`config.mk`:
```
export PLATFORM = sky130hd
export DESIGN_NAME = prbs_pattern_gen
export DESIGN_NICKNAME = d
export VERILOG_FILES = /design/src/rtl/prbs_pkg.sv /design/src/rtl/prbs_load_ctl.sv /design/src/rtl/prbs_lfsr_core.sv /design/src/rtl/prbs_qrss_window.sv /design/src/rtl/prbs_pattern_gen.sv
export SDC_FILE = /design/constraint.sdc
export NUM_CORES = 1
export LEC_CHECK = 0
export BUFFER_PORTS_ARGS = -buffer_cell sky130_fd_sc_hd__buf_2
export CAP_MARGIN = 20
export CELL_PAD_IN_SITES_DETAIL_PLACEMENT = 0
export CELL_PAD_IN_SITES_GLOBAL_PLACEMENT = 2
export CORE_UTILIZATION = 30
export CTS_BUF_LIST = sky130_fd_sc_hd__clkbuf_16
export CTS_CLUSTER_DIAMETER = 100
export DETAILED_ROUTE_END_ITERATION = 10
export GPL_ROUTABILITY_DRIVEN = 0
export PLACE_DENSITY = 0.77
export SETUP_SLACK_MARGIN = 0.15
export SLEW_MARGIN = 0
export SYNTH_ARGS = -nofsm -noshare
export SYNTH_HDL_FRONTEND = slang
export SYNTH_SLANG_ARGS = --single-unit
export TNS_END_PERCENT = 10
```
`constraint.sdc`:
```
create_clock -name clk -period 4.5 [get_ports clk]
set_input_delay 0.9 -clock clk [delete_from_list [all_inputs] [get_ports clk]]
set_output_delay 0.9 -clock clk [all_outputs]
set_load 0.05 [all_outputs]
```
`src/rtl/prbs_pkg.sv`:
```
// Package: shared types and helpers for the PRBS pattern generator.
// Assumes: nothing beyond IEEE 1800-2017 semantics.
package prbs_pkg;

    // Output selection mode of the generator.
    typedef enum logic {
        MODE_PLAIN = 1'b0,
        MODE_QRSS  = 1'b1
    } prbs_mode_e;

    // Builds a two-tap feedback mask for x^deg + x^tap + 1 within a 64-bit word.
    function automatic logic [63:0] two_tap_mask(input int unsigned deg, input int unsigned tap);
        logic [63:0] m;
        m = '0;
        m[deg - 1] = 1'b1;
        m[tap - 1] = 1'b1;
        return m;
    endfunction

endpackage

```
`src/rtl/prbs_load_ctl.sv`:
```
// Module: detects the rising edge of the load strobe and sanitises the seed.
// Assumes: load is synchronous to clk; a zero seed is replaced by all ones
// so the shift register can never start in the locked all-zero state.
module prbs_load_ctl #(
    parameter int unsigned WIDTH = 32
) (
    input  logic             clk,
    input  logic             rst_n,
    input  logic             load,
    input  logic [WIDTH-1:0] seed,
    output logic             load_pulse,
    output logic [WIDTH-1:0] seed_safe
);

    logic load_q;

    // Registered copy of the strobe for edge detection.
    always_ff @(posedge clk) begin
        if (!rst_n) begin
            load_q <= 1'b0;
        end else begin
            load_q <= load;
        end
    end

    // Rising edge: strobe high now, low on the previous cycle.
    always_comb begin
        load_pulse = load & ~load_q;
    end

    // Zero seed is replaced with all ones.
    always_comb begin
        seed_safe = (seed == '0) ? '1 : seed;
    end

endmodule

```
`src/rtl/prbs_lfsr_core.sv`:
```
// Module: Fibonacci shift register with a run-time tap mask.
// Assumes: tap_eff already holds the taps for the active mode; load has
// priority over stepping; the new bit enters at bit 0.
module prbs_lfsr_core #(
    parameter int unsigned WIDTH = 32
) (
    input  logic             clk,
    input  logic             rst_n,
    input  logic             step,
    input  logic             load_pulse,
    input  logic [WIDTH-1:0] seed_safe,
    input  logic [WIDTH-1:0] tap_eff,
    output logic [WIDTH-1:0] state,
    output logic             fb
);

    // Feedback: parity of all tapped state bits.
    always_comb begin
        fb = ^(state & tap_eff);
    end

    // State update: reset, load, or shift with feedback.
    always_ff @(posedge clk) begin
        if (!rst_n) begin
            state <= '1;
        end else if (load_pulse) begin
            state <= seed_safe;
        end else if (step) begin
            state <= {state[WIDTH-2:0], fb};
        end
    end

endmodule

```
`src/rtl/prbs_qrss_window.sv`:
```
// Module: lookahead history and output register with QRSS zero suppression.
// Assumes: raw is the bit the register produces on this step; in QRSS mode
// the output lags by ZERO_RUN steps so the following ZERO_RUN bits are known.
module prbs_qrss_window
    import prbs_pkg::*;
#(
    parameter int unsigned ZERO_RUN = 14
) (
    input  logic       clk,
    input  logic       rst_n,
    input  logic       step,
    input  logic       load_pulse,
    input  logic       raw,
    input  prbs_mode_e mode,
    output logic       dout
);

    localparam int unsigned WIN = ZERO_RUN + 1;

    logic [ZERO_RUN-1:0] hist;
    logic [WIN-1:0]      win;
    logic                zero_ahead;
    logic                next_bit;

    // Window of the delayed bit plus the ZERO_RUN bits that follow it.
    always_comb begin
        win        = {hist, raw};
        zero_ahead = (win[ZERO_RUN-1:0] == '0);
    end

    // Output bit for this step in the selected mode.
    always_comb begin
        if (mode == MODE_QRSS) begin
            next_bit = win[WIN-1] | zero_ahead;
        end else begin
            next_bit = raw;
        end
    end

    // History shift; cleared on reset and on load.
    always_ff @(posedge clk) begin
        if (!rst_n) begin
            hist <= '0;
        end else if (load_pulse) begin
            hist <= '0;
        end else if (step) begin
            hist <= win[ZERO_RUN-1:0];
        end
    end

    // Output register; holds when not stepping.
    always_ff @(posedge clk) begin
        if (!rst_n) begin
            dout <= 1'b0;
        end else if (step) begin
            dout <= next_bit;
        end
    end

endmodule

```
`src/rtl/prbs_pattern_gen.sv`:
```
// Module: top of the programmable PRBS pattern generator.
// Assumes: WIDTH >= QRSS_DEGREE > QRSS_TAP >= 1; every input is synchronous
// to clk; one output bit per enabled clock.
module prbs_pattern_gen
    import prbs_pkg::*;
#(
    parameter int unsigned WIDTH       = 32,
    parameter int unsigned QRSS_DEGREE = 20,
    parameter int unsigned QRSS_TAP    = 17,
    parameter int unsigned ZERO_RUN    = 14
) (
    input  logic             clk,
    input  logic             rst_n,
    input  logic             clk_en,
    input  logic [WIDTH-1:0] tap_mask,
    input  logic [WIDTH-1:0] seed,
    input  logic             load,
    input  logic             qrss_en,
    output logic             dout
);

    localparam logic [63:0]      QRSS_MASK_WIDE = two_tap_mask(QRSS_DEGREE, QRSS_TAP);
    localparam logic [WIDTH-1:0] QRSS_MASK      = QRSS_MASK_WIDE[WIDTH-1:0];

    logic             load_pulse;
    logic [WIDTH-1:0] seed_safe;
    logic [WIDTH-1:0] tap_eff;
    logic [WIDTH-1:0] lfsr_state;
    logic             fb_bit;
    logic             step;
    prbs_mode_e       mode;

    // Mode decode and effective tap mask.
    always_comb begin
        mode    = qrss_en ? MODE_QRSS : MODE_PLAIN;
        tap_eff = (mode == MODE_QRSS) ? QRSS_MASK : tap_mask;
    end

    // Advance only on enabled cycles that are not load cycles.
    always_comb begin
        step = clk_en & ~load_pulse;
    end

    prbs_load_ctl #(.WIDTH(WIDTH)) u_load (
        .clk        (clk),
        .rst_n      (rst_n),
        .load       (load),
        .seed       (seed),
        .load_pulse (load_pulse),
        .seed_safe  (seed_safe)
    );

    prbs_lfsr_core #(.WIDTH(WIDTH)) u_core (
        .clk        (clk),
        .rst_n      (rst_n),
        .step       (step),
        .load_pulse (load_pulse),
        .seed_safe  (seed_safe),
        .tap_eff    (tap_eff),
        .state      (lfsr_state),
        .fb         (fb_bit)
    );

    prbs_qrss_window #(.ZERO_RUN(ZERO_RUN)) u_win (
        .clk        (clk),
        .rst_n      (rst_n),
        .step       (step),
        .load_pulse (load_pulse),
        .raw        (fb_bit),
        .mode       (mode),
        .dout       (dout)
    );

endmodule

```
==> impl_metrics.yaml, run 1 <==
worst_setup_path:
  slowest_stage: "nor4_1"
  crit_type: "input port to flip-flop"
  critPathMaxStageDelay_ps: 530
  startpoint: "seed[20]"
  critPathCaptureType: "flip-flop"
  rrSetupSlack_ps: 2470
  r2r_cells: 8
  critical_path_arrival_ps: 2900
  crit_fanout: 20
  cp-start-kind: "input port"
  rr_startpoint: "u_core.state[24]"
  endpoint: "u_core.state[16]"
  reg2reg_to: "u_win.hist[0]"
  crit_required_ps: 4720
  crit_chain: "buf_2, nor4_1, nand4_1, o21ai_2, buf_4, o22ai_1, nand2_1"
floorplanning:
  die_h_um: 93.8
  core_um2: 8180
  die_w_um: 93.8
  die-area_um2: 8800
  start_util_pct: 30.9
  rows: 33
  ios: 70
power:
  p_total_w: 0.00113
  p_sw_share_pct: 28.3
  switchingPower_w: 0.000320
  clkPwrFrac_pct: 30.6
  p_int_w: 0.000813
  p_leak_nw: 1.29
  combPwrFrac_pct: 28.1
  p_per_area_nw_per_um2: 364
  peakVddDrop_v: 0.000124
  p_seq_share_pct: 41.3
logic_synthesis:
  synth_top_area_share_pct: 38.0
  yosysTopAreaCell: "dfxtp_1"
  ys_warn_count: 0
  yosys-top-cells-area: "dfxtp_1 (38%), mux2_1 (12%), nand2_1 (9.5%)"
  synthesis.area_um2: 2530
  synth-edff-count: 0
  synth_nets: 355
  ys_async_sr_fraction_pct: 0
  postSynthCellCount: 286
  synth_ff_type: "dfxtp_1"
  synth_seq_cells: 48
  yosysUniqueCellTypes: 34
  seq_area_frac_synth_pct: 38.0
  postSynthAreaPerCell_um2: 8.84
cts:
  clk_transition_reported_paths_ps: 60
  clock-root-buffer: "clkbuf_16"
  cts_hold_buf: 0
  numCtsBuffers: 5
  post_cts_buffers: 0
  cts_sinks: 48
  cts_tree: "built"
  htree_levels: 2
  clk_latency_ps: 290
  post_cts_resized: 0
  clk_path_buf_depth: 2
route:
  drc: 0
  dr.first_iter.drc_count: 93
  postRouteAntennaNets: 0
  vias: 2232
  vias_per_cell: 4.93
  first_pass_iters: 4
  avgRoutedWirePerCell_um: 14.7
  wl_mm: 6.64
cells_and_area:
  fillCellCount: 876
  diodes: 0
  nNetsFinal: 417
  syn_to_final_growth_pct: 23.2
  final_util_pct: 38.1
  layout-drive-gt1-share_pct: 26.1
timing:
  worstMarginPinSlew_ps: 684
  grt_setup_unrepaired: "no"
  finalClockSkew_ps: 6.04
  slew_headroom_pct: 54.4
  finalWorstSetupSlack_ps: 1830
  post-route-min-period_ps: 2670
  slew_viol_final: 0
  finalCritPeriodShare_pct: 59.4
  max_freq_mhz: 374
  whs_ps: 485
  setup_violations: 0
  hold_violations: 0
  setup_tns_ps: 0
grt:
  grt_pass1_wl_mm: 10.6
  grt_pass1_vias: 2199
  antenna_found_initial: 0
  grt_max_degree: 47
  grt-ovfl-total: 0
  grt_use_total_pct: 15.6
placement:
  numPortBuffers: 69
  pre_cts_slack_ps: 1610
  hpwl_mm: 4.87
flow_run:
  maxCapViolCount: 0
outcome:
  outcome: "finished, final reports clean"
hold_path:
  min_path_type: "flip-flop to flip-flop"
[synth_stat cells, types with 5 or more instances]
cell type / number
nor4_1: 9
mux2i_1: 13
nor2_1: 17
xor2_1: 7
dfxtp_1: 48
mux2_2: 5
nand2_1: 64
clkbuf_1: 15
o22ai_1: 33
mux2_1: 26
xnor2_1: 16
[registers in the layout, summed over array words and instances (netlist names)]
signal,flops
u_core.state,32
u_load.load_q,1
u_win.dout,1
u_win.hist,14
[how the worst min path moves through the flow]
stage	start	to	slack, ps	cells after the start
final	u_win.dout	u_win.dout	480	2
after global routing	u_win.hist[0]	u_win.hist[0]	510	2
after detailed placement	u_win.dout	u_win.dout	470	2
after floorplan	u_win.hist[0]	u_win.hist[0]	450	2
after global placement	u_win.dout	u_win.dout	470	2
after CTS	u_win.dout	u_win.dout	480	2
[logic make-up after synthesis]
group                  after synthesis  share of synthesized area [%]
flip-flops                          48                           38.0
buffers and inverters               19                           2.87
XOR/XNOR                            28                           11.7
AO/OA/AOI/OAI                       43                           10.7
multiplexers                        44                           19.0
AND/OR/NAND/NOR                    104                           17.8
[layout make-up]
type	count	area, µm²	area share [%]
clock buffer	5	125	4.02
clock inverter	2	8.76	0.281
inverter	2	7.51	0.241
multi-input combinational	219	1500	48.2
sequential	48	961	30.8
tap	105	131	4.22
timing repair buffer	72	380	12.2
[cell usage in the layout (no fill, tap or decap), drive strengths merged]
master | netlist | final
nand3b | 1 | 1
o22ai | 33 | 33
o21a | 1 | 1
mux2 | 31 | 31
nor3 | 2 | 2
or4 | 1 | 1
xnor2 | 19 | 19
buf | 2 | 72
nor2b | 2 | 2
a21oi | 3 | 3
xnor3 | 2 | 2
nor4 | 9 | 9
clkbuf | 15 | 5
nand2 | 65 | 65
inv | 2 | 3
o31ai | 1 | 1
a31oi | 1 | 1
nand3 | 1 | 1
nand2b | 1 | 1
a211oi | 1 | 1
clkinv | 0 | 1
mux2i | 13 | 13
o21ai | 3 | 3
nor2 | 17 | 17
nand4 | 3 | 3
and2 | 1 | 1
xor2 | 7 | 7
dfxtp | 48 | 48
and4 | 1 | 1
[power by group through the flow]
stage / Clock, W / Sequential [W] / Combinational [W]
2_1_floorplan: 0 / 0.000475 / 0.000236
3_3_place_gp: 0 / 0.000478 / 0.000318
3_5_place_dp: 0 / 0.000477 / 0.000319
4_1_cts: 0.000364 / 0.000468 / 0.000322
5_1_grt: 0.000387 / 0.000471 / 0.000346
6_report: 0.000347 / 0.000468 / 0.000318
[worst max-delay path, delay by kind of cell]
kind                   cells  cell delay, ps
AO/OA/AOI/OAI              2             630
buffers and inverters      2             460
AND/OR/NAND/NOR            3             890
[stage by stage]
stage | cells | instance area [µm²]
detailed placement | 445 | 2960
floorplan | 286 | 2530
global placement | 445 | 2960
CTS | 452 | 3100
finish | 453 | 3120
global route | 453 | 3120
[metal layers]
layer	share of wire, %	routed length [µm]	track usage [%]	vias to the layer above
li1	-	-	-	1130
met1	45	3010	19.5	1038
met2	47	3130	26.6	54
met3	5.8	387	3.24	10
met4	1.8	119	5.13	0
met5	0	0	0	-
Note: power is estimated with default switching activity, not from simulation.
==> run 2, diff against run 1 <==
- clock period: 4.5 -> 2.66 ns (I/O delays scaled with it)
==> impl_metrics.yaml, run 2 (synthesis gave the netlist of run 1 again) <==
cts:
  post_cts_buffers: 0
  clock-root-buffer: "clkbuf_16"
  cts_hold_buf: 0
  htree_levels: 2
  numCtsBuffers: 5
  clk_latency_ps: 280
  cts_sinks: 48
  clk_path_buf_depth: 2
  cts_tree: "built"
  clk_transition_reported_paths_ps: 60
  post_cts_resized: 0
cells_and_area:
  final_common_cell: "buf_2"
  syn_to_final_growth_pct: 25.6
  largest_register_ffs: 32
  final_cell_mix: "buf_2 (69), nand2_1 (64), dfxtp_1 (48), o22ai_1 (33), mux2_1 (26)"
  layout-drive-gt1-share_pct: 27.2
  diodes: 0
  final_cells: 458
  nNetsFinal: 421
  largestRegisters: "u_core.state x32, u_win.hist x14"
  final_util_pct: 38.8
  largest-register: "u_core.state"
floorplanning:
  ios: 70
  die_h_um: 93.8
  start_util_pct: 30.9
  rows: 33
  die_w_um: 93.8
  core_um2: 8180
  die-area_um2: 8800
timing:
  finalCritPeriodShare_pct: 76.5
  finalClockSkew_ps: 3.92
  whs_ps: 483
  slew_headroom_pct: 62.8
  finalWorstSetupSlack_ps: 626
  max_freq_mhz: 492
  setup_tns_ps: 0
  post-route-min-period_ps: 2030
  grt_setup_unrepaired: "no"
  hold_violations: 0
  worstMarginPinSlew_ps: 554
  slew_viol_final: 0
  setup_violations: 0
route:
  vias: 2233
  postRouteAntennaNets: 0
  drc: 0
  wl_mm: 6.79
  dr.first_iter.drc_count: 51
  avgRoutedWirePerCell_um: 14.8
  vias_per_cell: 4.88
  first_pass_iters: 4
grt:
  grt_max_degree: 35
  grt_pass1_wl_mm: 10.7
  antenna_found_initial: 0
  grt-ovfl-total: 0
  grt_use_total_pct: 15.6
  grt_pass1_vias: 2183
power:
  p_leak_nw: 1.32
  p_per_area_nw_per_um2: 641
  p_seq_share_pct: 38.9
  switchingPower_w: 0.000557
  combPwrFrac_pct: 26.6
  p_sw_share_pct: 27.4
  clkPwrFrac_pct: 34.4
  peakVddDrop_v: 0.000264
  p_int_w: 0.00148
placement:
  pre_cts_slack_ps: 400
  place_inst: 450
  hpwl_mm: 5.01
  numPortBuffers: 69
worst_setup_path:
  critPathCaptureType: "flip-flop"
  critical_path_arrival_ps: 2240
  crit_chain: "nand2_1, xor2_1, xnor2_1, xnor2_1, xnor3_2, a211oi_2, a31oi_1, a21oi_1"
  crit_required_ps: 2870
  critPathMaxStageDelay_ps: 480
  slowest_stage: "xnor3_2"
  cp-start-kind: "flip-flop"
  crit_type: "flip-flop to flip-flop"
  worst_path_most_repeated_cell: "xnor2_1"
  crit_fanout: 3
outcome:
  outcome: "finished, final reports clean"
hold_path:
  min_path_type: "flip-flop to flip-flop"
flow_run:
  maxCapViolCount: 0
run 2: cell types whose count changed in the layout (fill, tap and decap cells not counted), sizes merged:
cell	delta
buf	+4
bufinv	+1
run 2: power by group through the flow:
stage / Sequential (W) / Clock [W] / Combinational, W
after CTS: 0.000793 / 0.000725 / 0.000547
after global placement: 0.000809 / 0 / 0.000541
after detailed placement: 0.000809 / 0 / 0.000541
after floorplan: 0.000804 / 0 / 0.000399
after global routing: 0.000797 / 0.000744 / 0.000601
final: 0.000793 / 0.000701 / 0.000543
run 2: routing by layer:
| layer | vias to the layer above | global-route usage, % | share of wire [%] |
|---|---|---|---|
| met5 | - | 0 | 0 |
| met3 | 7 | 3.72 | 5.3 |
| li1 | 1142 | - | - |
| met4 | 0 | 3.72 | 0.96 |
| met2 | 56 | 26.3 | 47 |
| met1 | 1028 | 20.0 | 47 |
run 2: critical path, delay by kind of cell, from the launching register on:
family                    cells  cell delay, ps
xor gates and xnor gates      4            1050
AOI/OAI and AO/OA             3             460
DFF                           1             370
and+or+nand+nor               1              80
run 2: cell type report:
| cell class | instances | area [µm²] |
|---|---|---|
| flip-flops and latches | 48 | 961 |
| well taps | 105 | 131 |
| fillers | 869 | 5000 |
| repair buffers | 76 | 410 |
| multi-input cells | 219 | 1500 |
| clock inverters | 3 | 38.8 |
| clock buffers | 5 | 125 |
| inverters | 2 | 7.51 |
run 2: per-stage QoR:
step	cell area (µm²)	power [W]
floorplan	2530	0.00120
global placement	3010	0.00135
detailed placement	3010	0.00135
CTS	3180	0.00207
global route	3180	0.00214
finish	3180	0.00204
run 2: path summary, 6_finish.rpt:
kind | startpoint | to | slack [ps] | cells past startpoint
worst min register to register | u_win.dout | u_win.dout | 480 | 2
worst max-delay path | u_core.state[28] | u_win.hist[0] | 630 | 8
worst max register to register | u_core.state[28] | u_win.hist[0] | 630 | 8
worst min-delay path | u_win.dout | u_win.dout | 480 | 2
